==> src/rtl/wdog_two_stage.sv <==
module wdog_two_stage #(
  parameter int EXP_SHIFT = 0,
  parameter int GAP       = 512
) (
  input  logic       clk,
  input  logic       por_n,
  input  logic       wr_en,
  input  logic [7:0] wr_data,
  output logic [7:0] rd_data,
  input  logic       wd_int_en,
  output logic       irq,
  output logic       wd_rst
);
  localparam int EMIN = 17 - EXP_SHIFT;
  localparam int EMAX = EMIN + 9;
  localparam int CW   = EMAX + 1;

  logic          run_q, rst_en_q, wdif_q, wrf_q, wd_rst_q;
  logic [1:0]    sel_q;
  logic [CW-1:0] cnt_q, t_int, t_end;

  assign t_int = CW'(1) << (EMIN + 3 * int'(sel_q));
  assign t_end = t_int + CW'(GAP);

  wire restart = wr_en & wr_data[0];
  wire tick    = run_q & ~restart;
  wire hit_int = tick && (cnt_q == t_int - CW'(1));
  wire hit_end = tick && (cnt_q == t_end - CW'(1));
  wire fire    = hit_end & rst_en_q;

  always_ff @(posedge clk or negedge por_n) begin
    if (!por_n)                cnt_q <= '0;
    else if (restart || hit_end) cnt_q <= '0;
    else if (tick)             cnt_q <= cnt_q + CW'(1);
  end

  always_ff @(posedge clk or negedge por_n) begin
    if (!por_n) begin
      run_q    <= 1'b0;
      rst_en_q <= 1'b0;
      sel_q    <= 2'b00;
    end else if (fire) begin
      run_q    <= 1'b0;
      rst_en_q <= 1'b0;
    end else if (wr_en) begin
      run_q    <= wr_data[7];
      sel_q    <= wr_data[5:4];
      rst_en_q <= wr_data[1];
    end
  end

  always_ff @(posedge clk or negedge por_n) begin
    if (!por_n) begin
      wdif_q   <= 1'b0;
      wrf_q    <= 1'b0;
      wd_rst_q <= 1'b0;
    end else begin
      wd_rst_q <= fire;
      if (hit_int)                    wdif_q <= 1'b1;
      else if (wr_en && !wr_data[3])  wdif_q <= 1'b0;
      if (fire)                       wrf_q <= 1'b1;
      else if (wr_en && !wr_data[2])  wrf_q <= 1'b0;
    end
  end

  assign rd_data = {run_q, 1'b0, sel_q, wdif_q, wrf_q, rst_en_q, 1'b0};
  assign irq     = wdif_q & wd_int_en;
  assign wd_rst  = wd_rst_q;


  rst_pulse_chk: assert property (@(posedge clk) disable iff (!por_n)
    wd_rst |=> !wd_rst);

  rst_cause_chk: assert property (@(posedge clk) disable iff (!por_n)
    $rose(wd_rst) |-> ($past(rst_en_q) && $past(run_q) && wrf_q));

  no_rst_when_off_chk: assert property (@(posedge clk) disable iff (!por_n)
    !rst_en_q |=> !wd_rst);

  int_sticky_chk: assert property (@(posedge clk) disable iff (!por_n)
    (wdif_q && !(wr_en && !wr_data[3])) |=> wdif_q);

  rst_flag_sticky_chk: assert property (@(posedge clk) disable iff (!por_n)
    (wrf_q && !(wr_en && !wr_data[2])) |=> wrf_q);

  hold_chk: assert property (@(posedge clk) disable iff (!por_n)
    (!run_q && !restart) |=> $stable(cnt_q));

  int_only_running_chk: assert property (@(posedge clk) disable iff (!por_n)
    $rose(wdif_q) |-> $past(run_q));
endmodule

==> config.mk <==
export PLATFORM = sky130hd
export DESIGN_NAME = wdog_two_stage
export DESIGN_NICKNAME = d
export VERILOG_FILES = /design/src/rtl/wdog_two_stage.sv
export SDC_FILE = /design/constraint.sdc
export NUM_CORES = 1
export LEC_CHECK = 0
export BUFFER_PORTS_ARGS = -buffer_cell sky130_fd_sc_hd__buf_2
export CAP_MARGIN = 20
export CORE_MARGIN = 2
export CORE_UTILIZATION = 42
export CTS_CLUSTER_SIZE = 28
export DETAILED_ROUTE_END_ITERATION = 6
export GPL_ROUTABILITY_DRIVEN = 0
export GPL_TIMING_DRIVEN = 0
export PLACE_DENSITY_LB_ADDON = 0.15
export SETUP_SLACK_MARGIN = 0.4
export SYNTH_ARGS = -nofsm -noshare
export SYNTH_HDL_FRONTEND = slang
export SYNTH_SLANG_ARGS = --single-unit
==> constraint.sdc <==
create_clock -name clk -period 2.8 [get_ports clk]
set_input_delay 0.14 -clock clk [delete_from_list [all_inputs] [get_ports clk]]
set_output_delay 0.14 -clock clk [all_outputs]
set_load 0.01 [all_outputs]
==> results.toml, run 1 <==
[run_status]
outcome = "finished clean"

[run]
maxCapViolations = 0

[routing]
highest_layer = "met4"
drt_iter0_drc = 118
wire_per_inst_um = 14.27
met1Wirelength_um = 2259
viasPerCell = 5.258
wl_met3_um = 230
num_vias = 1814
drt_first_pass_iters = 4
wl_met2_um = 2376
drcViolationCount = 0
routed_wl_um = 4924
ant_nets = 0

[grt]
grt_max_degree = 35
grt_usage_pct = 17.44
grt_pass1_wl_um = 8066
grt_pass1_vias = 1685
grt_antenna_before_repair = 0
overflow = 0

[floorplan]
io_pins = 22
die_w_um = 76.10
core_area_um2 = 5075
die_y_um = 76.10
start_util_pct = 43.02
die_area_um2 = 5791
core.rowCount = 26

[worst_setup_path]
required_ns = 2.97
slowest_stage = "dfrtp_2"
cpPeakStageDelay_ns = 0.46
rrSetupSlack_ns = 0.44
critPathLaunchType = "register"
cp-end-kind = "register"
worstRegToRegCells = 9
path_max_fanout = 8
crit_type = "reg -> reg"
r2r_end = "cnt_q[5]$_DFFE_PN0P_"
r2r_start = "sel_q[0]$_DFFE_PN0P_"
path_cells = "inv_2, ha_2, nor2b_4, a211o_1, a311oi_4, a22o_1, buf_6, clkbuf_16, nor2_1"
arrival_ns = 2.53
crit_start = "sel_q[0]$_DFFE_PN0P_"

[cells_and_area]
fin_util_pct = 52.29
fin_nets = 294
stdcell_count = 345
antennaDiodeCount = 0
final_layout_size_suffix_gt1_share_pct = 25.09
multi_input_comb_area_um2 = 1232
areaGrowthSynthToFinish_pct = 21.55
fillers = 500
finalInstanceArea_um2 = 2654
seqCellArea_um2 = 853.3

[synthesis]
synth_edf_count = 0
avgSynthCellArea_um2 = 9.291
synth_cells = 235
yosys_register_bits = 34
synth_cell_types = 45
synth_top_area_share_pct = 38.97
yosys.area.top_type = "dfrtp_1"
seq_area_frac_synth_pct = 38.97
syn-cell-area_um2 = 2183
ys_top_cells_by_area = "dfrtp_1 39%, nor2_1 7.0%, xnor2_1 6.8%"
synthFlopType = "dfrtp_1"
ys_async_sr_fraction_pct = 100.0
synth-warning-count = 0

[cts]
insertion_delay_ns = 0.29
cts_buffers = 5
cts_tree = "done"
clkSlewWorstSetupHoldPaths_ns = 0.07
cts-root-buf = "clkbuf_8"
clk_path_buf_depth = 2
htree_levels = 2
clock-sinks = 34

[place]
io_buffers = 18
place_area_um2 = 2365
dp_hpwl_um = 3339
dp_cells = 324

[timing]
fin_crit_sh_pct = 84.17
skew_ns = 0.009403
fmaxAchievable_ghz = 0.4243
timing.slew.headroom_pct = 42.64
slew_viol_final = 0
fin_crit_ns = 2.357
setup_violations = 0
tns_ns = 0
rsz0062_at_grt = "no"
hold_violations = 0
tightest_slew_ns = 0.8526

[power_and_ir_drop]
p_leak_nw = 1.195
max-vdd-ir-drop_v = 0.0002937
power_mw = 1.161
power_density_nw_per_um2 = 437.7

[worst_hold_path]
hp-start = "wr_data[5]"
holdPathStages = 2
hold_class = "in -> reg"
hold_end = "sel_q[1]$_DFFE_PN0P_"
## worst max-delay path, delay by kind of cell, from the launching register on
| kind | cells | cell delay (ns) |
|---|---|---|
| AOI/OAI and AO/OA | 3 | 0.91 |
| DFF | 1 | 0.46 |
| buffers and inverters | 3 | 0.40 |
| adders and majority gates | 1 | 0.28 |
| and+or+nand+nor | 2 | 0.19 |
## cell families after synthesis
logic type,Yosys count,share of synthesized area (%)
other,1,0.1718
and+or+nand+nor,114,26.88
buffers and inverters,21,6.418
xor gates and xnor gates,34,13.64
DFF,34,38.97
muxes,5,2.407
AOI/OAI and AO/OA,18,6.934
adders and majority gates,8,4.585
## area by class of cell
class	instances	area share, %
timing repair buffer	31	8.958
clock buffer	6	3.112
clock inverter	2	0.4715
buffer	15	4.715
inverter	6	0.8487
multi-input combinational	181	46.44
sequential	34	32.15
tap	70	3.300
## worst max-delay path by stage
stage	end	slack [ns]	cells past startpoint
after detailed placement	cnt_q[21]$_DFFE_PN0P_	0.38	9
after floorplan	cnt_q[0]$_DFFE_PN0P_	0.59	9
after global placement	cnt_q[3]$_DFFE_PN0P_	0.36	9
after CTS	cnt_q[21]$_DFFE_PN0P_	0.42	9
after global routing	cnt_q[24]$_DFFE_PN0P_	0.38	9
final	cnt_q[5]$_DFFE_PN0P_	0.44	9
## Yosys cell counts, drive strengths merged (2+ instances only)
master / count
xor2: 17
nand2: 14
mux2: 2
and3: 6
a2111oi: 2
xnor2: 17
nand4b: 3
nor3: 2
or2: 2
inv: 6
buf: 14
o21ai: 6
mux2i: 3
nand3: 12
and4: 5
nor4: 7
dfrtp: 34
nand4: 13
nor2b: 3
nor2: 41
ha: 8
## metal layers
| layer | up-vias | global-route usage, % |
|---|---|---|
| li1 | 893 | - |
| met1 | 878 | 23.65 |
| met2 | 35 | 27.50 |
| met3 | 8 | 4.976 |
| met4 | 0 | 4.727 |
| met5 | - | 0 |
## what timing repair did
item,in CTS,in global routing
endpoints found under the hold margin,34,0
setup endpoints to repair,21,28
cloned,0,2
setup buffers,0,10
hold buffers,1,0
pin swaps,1,3
resized for setup,1,12
## per-stage QoR
step | hold WS, ns | setup WS, ns
2_1_floorplan | -0.1556 | 0.5867
3_3_place_gp | 0.2711 | 0.3638
3_5_place_dp | 0.2725 | 0.3752
4_1_cts | 0.08228 | 0.4162
5_1_grt | 0.07967 | 0.3806
6_report | 0.08531 | 0.4434
## flip-flops by register name, summed over array words and instances (netlist names)
signal and cells:
sel_q 2, wd_rst 1, wdif_q 1, run_q 1, wrf_q 1, cnt_q 27
rst_en_q 1
## cells in the final DEF, fill, tap and decap left out, types with 2 or more instances in the layout
cell,netlist,routed
and3_1,6,6
and4_1,4,4
buf_2,3,21
buf_4,7,16
buf_6,4,2
buf_8,0,2
clkbuf_16,0,2
clkbuf_8,0,6
conb_1,1,2
dfrtp_1,34,32
dfrtp_2,0,2
ha_1,8,5
ha_2,0,2
inv_1,6,4
inv_2,0,2
mux2_2,2,2
mux2i_1,3,3
nand2_1,14,14
nand3_1,12,12
nand4_1,13,13
nand4b_1,3,3
nor2_1,41,41
nor2b_1,3,2
nor3_1,2,2
nor4_1,7,7
o21ai_0,5,5
xnor2_1,17,17
xor2_1,17,17
## power breakdown
part	internal, mW	switching [mW]	total, mW
logic	0.114	0.111	0.225
registers	0.518	0.0347	0.553
clock network	0.198	0.186	0.383
total	0.830	0.331	1.16
Note: power is estimated with default switching activity, not from simulation.
==> inputs of run 2 (changes only) <==
==> constraint.sdc (replaced) <==
create_clock -name clk -period 2.15 [get_ports clk]
set_input_delay 0.1075 -clock clk [delete_from_list [all_inputs] [get_ports clk]]
set_output_delay 0.1075 -clock clk [all_outputs]
set_load 0.01 [all_outputs]
==> run 2 against run 1 <==
Against the previous run: the run now ends with negative setup slack left; first-iteration DRC count down 26%; sequential power increased by 31%; worst hold slack worse by 0.043 ns; final cell count fell by 0.58%; critical path depth down 1; total power is 32% higher; register-to-register slack lost 0.51 ns; largest cell class unchanged; largest power group unchanged.
==> results.toml, run 2 (synthesis gave the netlist of run 1 again) <==
[run_status]
outcome = "finished with violations"
failed_checks = "negative setup slack"

[timing]
rsz0062_at_grt = "yes"
fin_crit_sh_pct = 103.0
whs_ns = 0.04249
fin_crit_ns = 2.214
setup_ws_ns = -0.06372
timing.slew.headroom_pct = 46.91
setup_violations = 29
fmaxAchievable_ghz = 0.4517
tightest_slew_ns = 0.7964
slew_viol_final = 0
hold_violations = 0
skew_ns = 0.006327

[worst_hold_path]
hold_class = "in -> reg"

[worst_setup_path]
path_max_fanout = 5
critPathLaunchType = "register"
required_ns = 2.33
path_cells = "inv_4, ha_4, nor2b_4, nand4b_1, a311oi_4, buf_4, a31oi_2, mux2_2"
arrival_ns = 2.39
cpPeakStageDelay_ns = 0.46
cp-end-kind = "register"
slowest_stage = "dfrtp_2"
crit_type = "reg -> reg"

[cts]
clock-sinks = 34
cts_tree = "done"
clk_path_buf_depth = 2
insertion_delay_ns = 0.29
cts-root-buf = "clkbuf_8"
clkSlewWorstSetupHoldPaths_ns = 0.07
cts_buffers = 5
htree_levels = 2

[cells_and_area]
layout_commonest_cell = "dfrtp_1"
antennaDiodeCount = 0
areaGrowthSynthToFinish_pct = 24.64
final_layout_size_suffix_gt1_share_pct = 31.14
layout_common_cells = "32 x dfrtp_1, 29 x nor2_1, 21 x buf_2"
largest_reg_flops = 27
finalInstanceArea_um2 = 2721
fin_util_pct = 53.62
fin_nets = 292
largestRegisters = "cnt_q: 27 flops, sel_q: 2 flops"
regMostFlops = "cnt_q"

[routing]
drcViolationCount = 0
drt_iter0_drc = 87
drt_first_pass_iters = 4
routed_wl_um = 4909
viasPerCell = 5.125
ant_nets = 0
wire_per_inst_um = 14.31
num_vias = 1758

[place]
dp_hpwl_um = 3342
dpl_worst_slack_ns = -0.07120
io_buffers = 18
place_area_um2 = 2387

[floorplan]
core.rowCount = 26
die_y_um = 76.10
die_w_um = 76.10
io_pins = 22
core_area_um2 = 5075
start_util_pct = 43.02
die_area_um2 = 5791

[grt]
overflow = 0
grt_usage_pct = 18.05
grt_pass1_vias = 1708
grt_max_degree = 35
grt_pass1_wl_um = 8335
grt_antenna_before_repair = 0

[run]
maxCapViolations = 0

[power_and_ir_drop]
p_leak_nw = 1.175
max-vdd-ir-drop_v = 0.0004814
power_density_nw_per_um2 = 563.4
power_mw = 1.533
[run 2: power breakdown]
| group | internal (mW) | switching [mW] |
|---|---|---|
| registers | 0.675 | 0.0476 |
| logic | 0.157 | 0.156 |
| clock network | 0.258 | 0.239 |
[run 2: metrics by stage]
| step | instances | TNS, ns |
|---|---|---|
| floorplan | 236 | 0 |
| global placement | 324 | -1.577 |
| detailed placement | 324 | -1.368 |
| CTS | 341 | -0.3033 |
| global route | 343 | -3.663 |
| finish | 343 | -1.269 |
[run 2: cell type report]
class                   instances  area (um2)
well taps                      70       87.58
plain buffers                  15       125.1
inverters                       6       27.53
repair buffers                 29       200.2
clock buffers                   7       86.33
fillers                       486        2354
multi-input cells             181        1336
flip-flops and latches         34       853.3
clock inverters                 1       5.005
[run 2: timing repair]
action | CTS | global route
gates cloned | 0 | 1
buffers inserted | 8 | 1
resized for setup | 19 | 15
pin swaps | 11 | 5
hold buffers | 1 | 0
setup endpoints to repair | 34 | 34
endpoints found under the hold margin | 34 | 0
[run 2: path summary, 6_finish.rpt]
check,start,endpoint,slack [ns],cells past startpoint
min,wr_data[4],sel_q[0]$_DFFE_PN0P_,0.04,2
max reg2reg,sel_q[0]$_DFFE_PN0P_,sel_q[1]$_DFFE_PN0P_,-0.06,8
min reg2reg,wrf_q$_DFFE_PN0P_,wrf_q$_DFFE_PN0P_,0.52,2
min in group asynchronous,por_n,cnt_q[13]$_DFFE_PN0P_,0.44,2
max in group asynchronous,por_n,sel_q[0]$_DFFE_PN0P_,1.16,2
max,sel_q[0]$_DFFE_PN0P_,sel_q[1]$_DFFE_PN0P_,-0.06,8
[run 2: worst max-delay path: cells and delay by family, from the launching register on]
family                   cells  cell delay (ns)
adder cells (fa/ha/maj)      1             0.28
AND/OR/NAND/NOR              2             0.35
buffers and inverters        2             0.24
multiplexers                 1             0.28
AO/OA/AOI/OAI                2             0.50
flip-flops                   1             0.46
[run 2: routing by layer]
layer | GRT usage (%) | share of wire (%) | vias up
met1 | 23.65 | 47 | 830
li1 | - | - | 883
met2 | 29.46 | 47 | 37
met5 | 0 | 0 | -
met3 | 4.265 | 4.5 | 8
met4 | 6.182 | 1.6 | 0
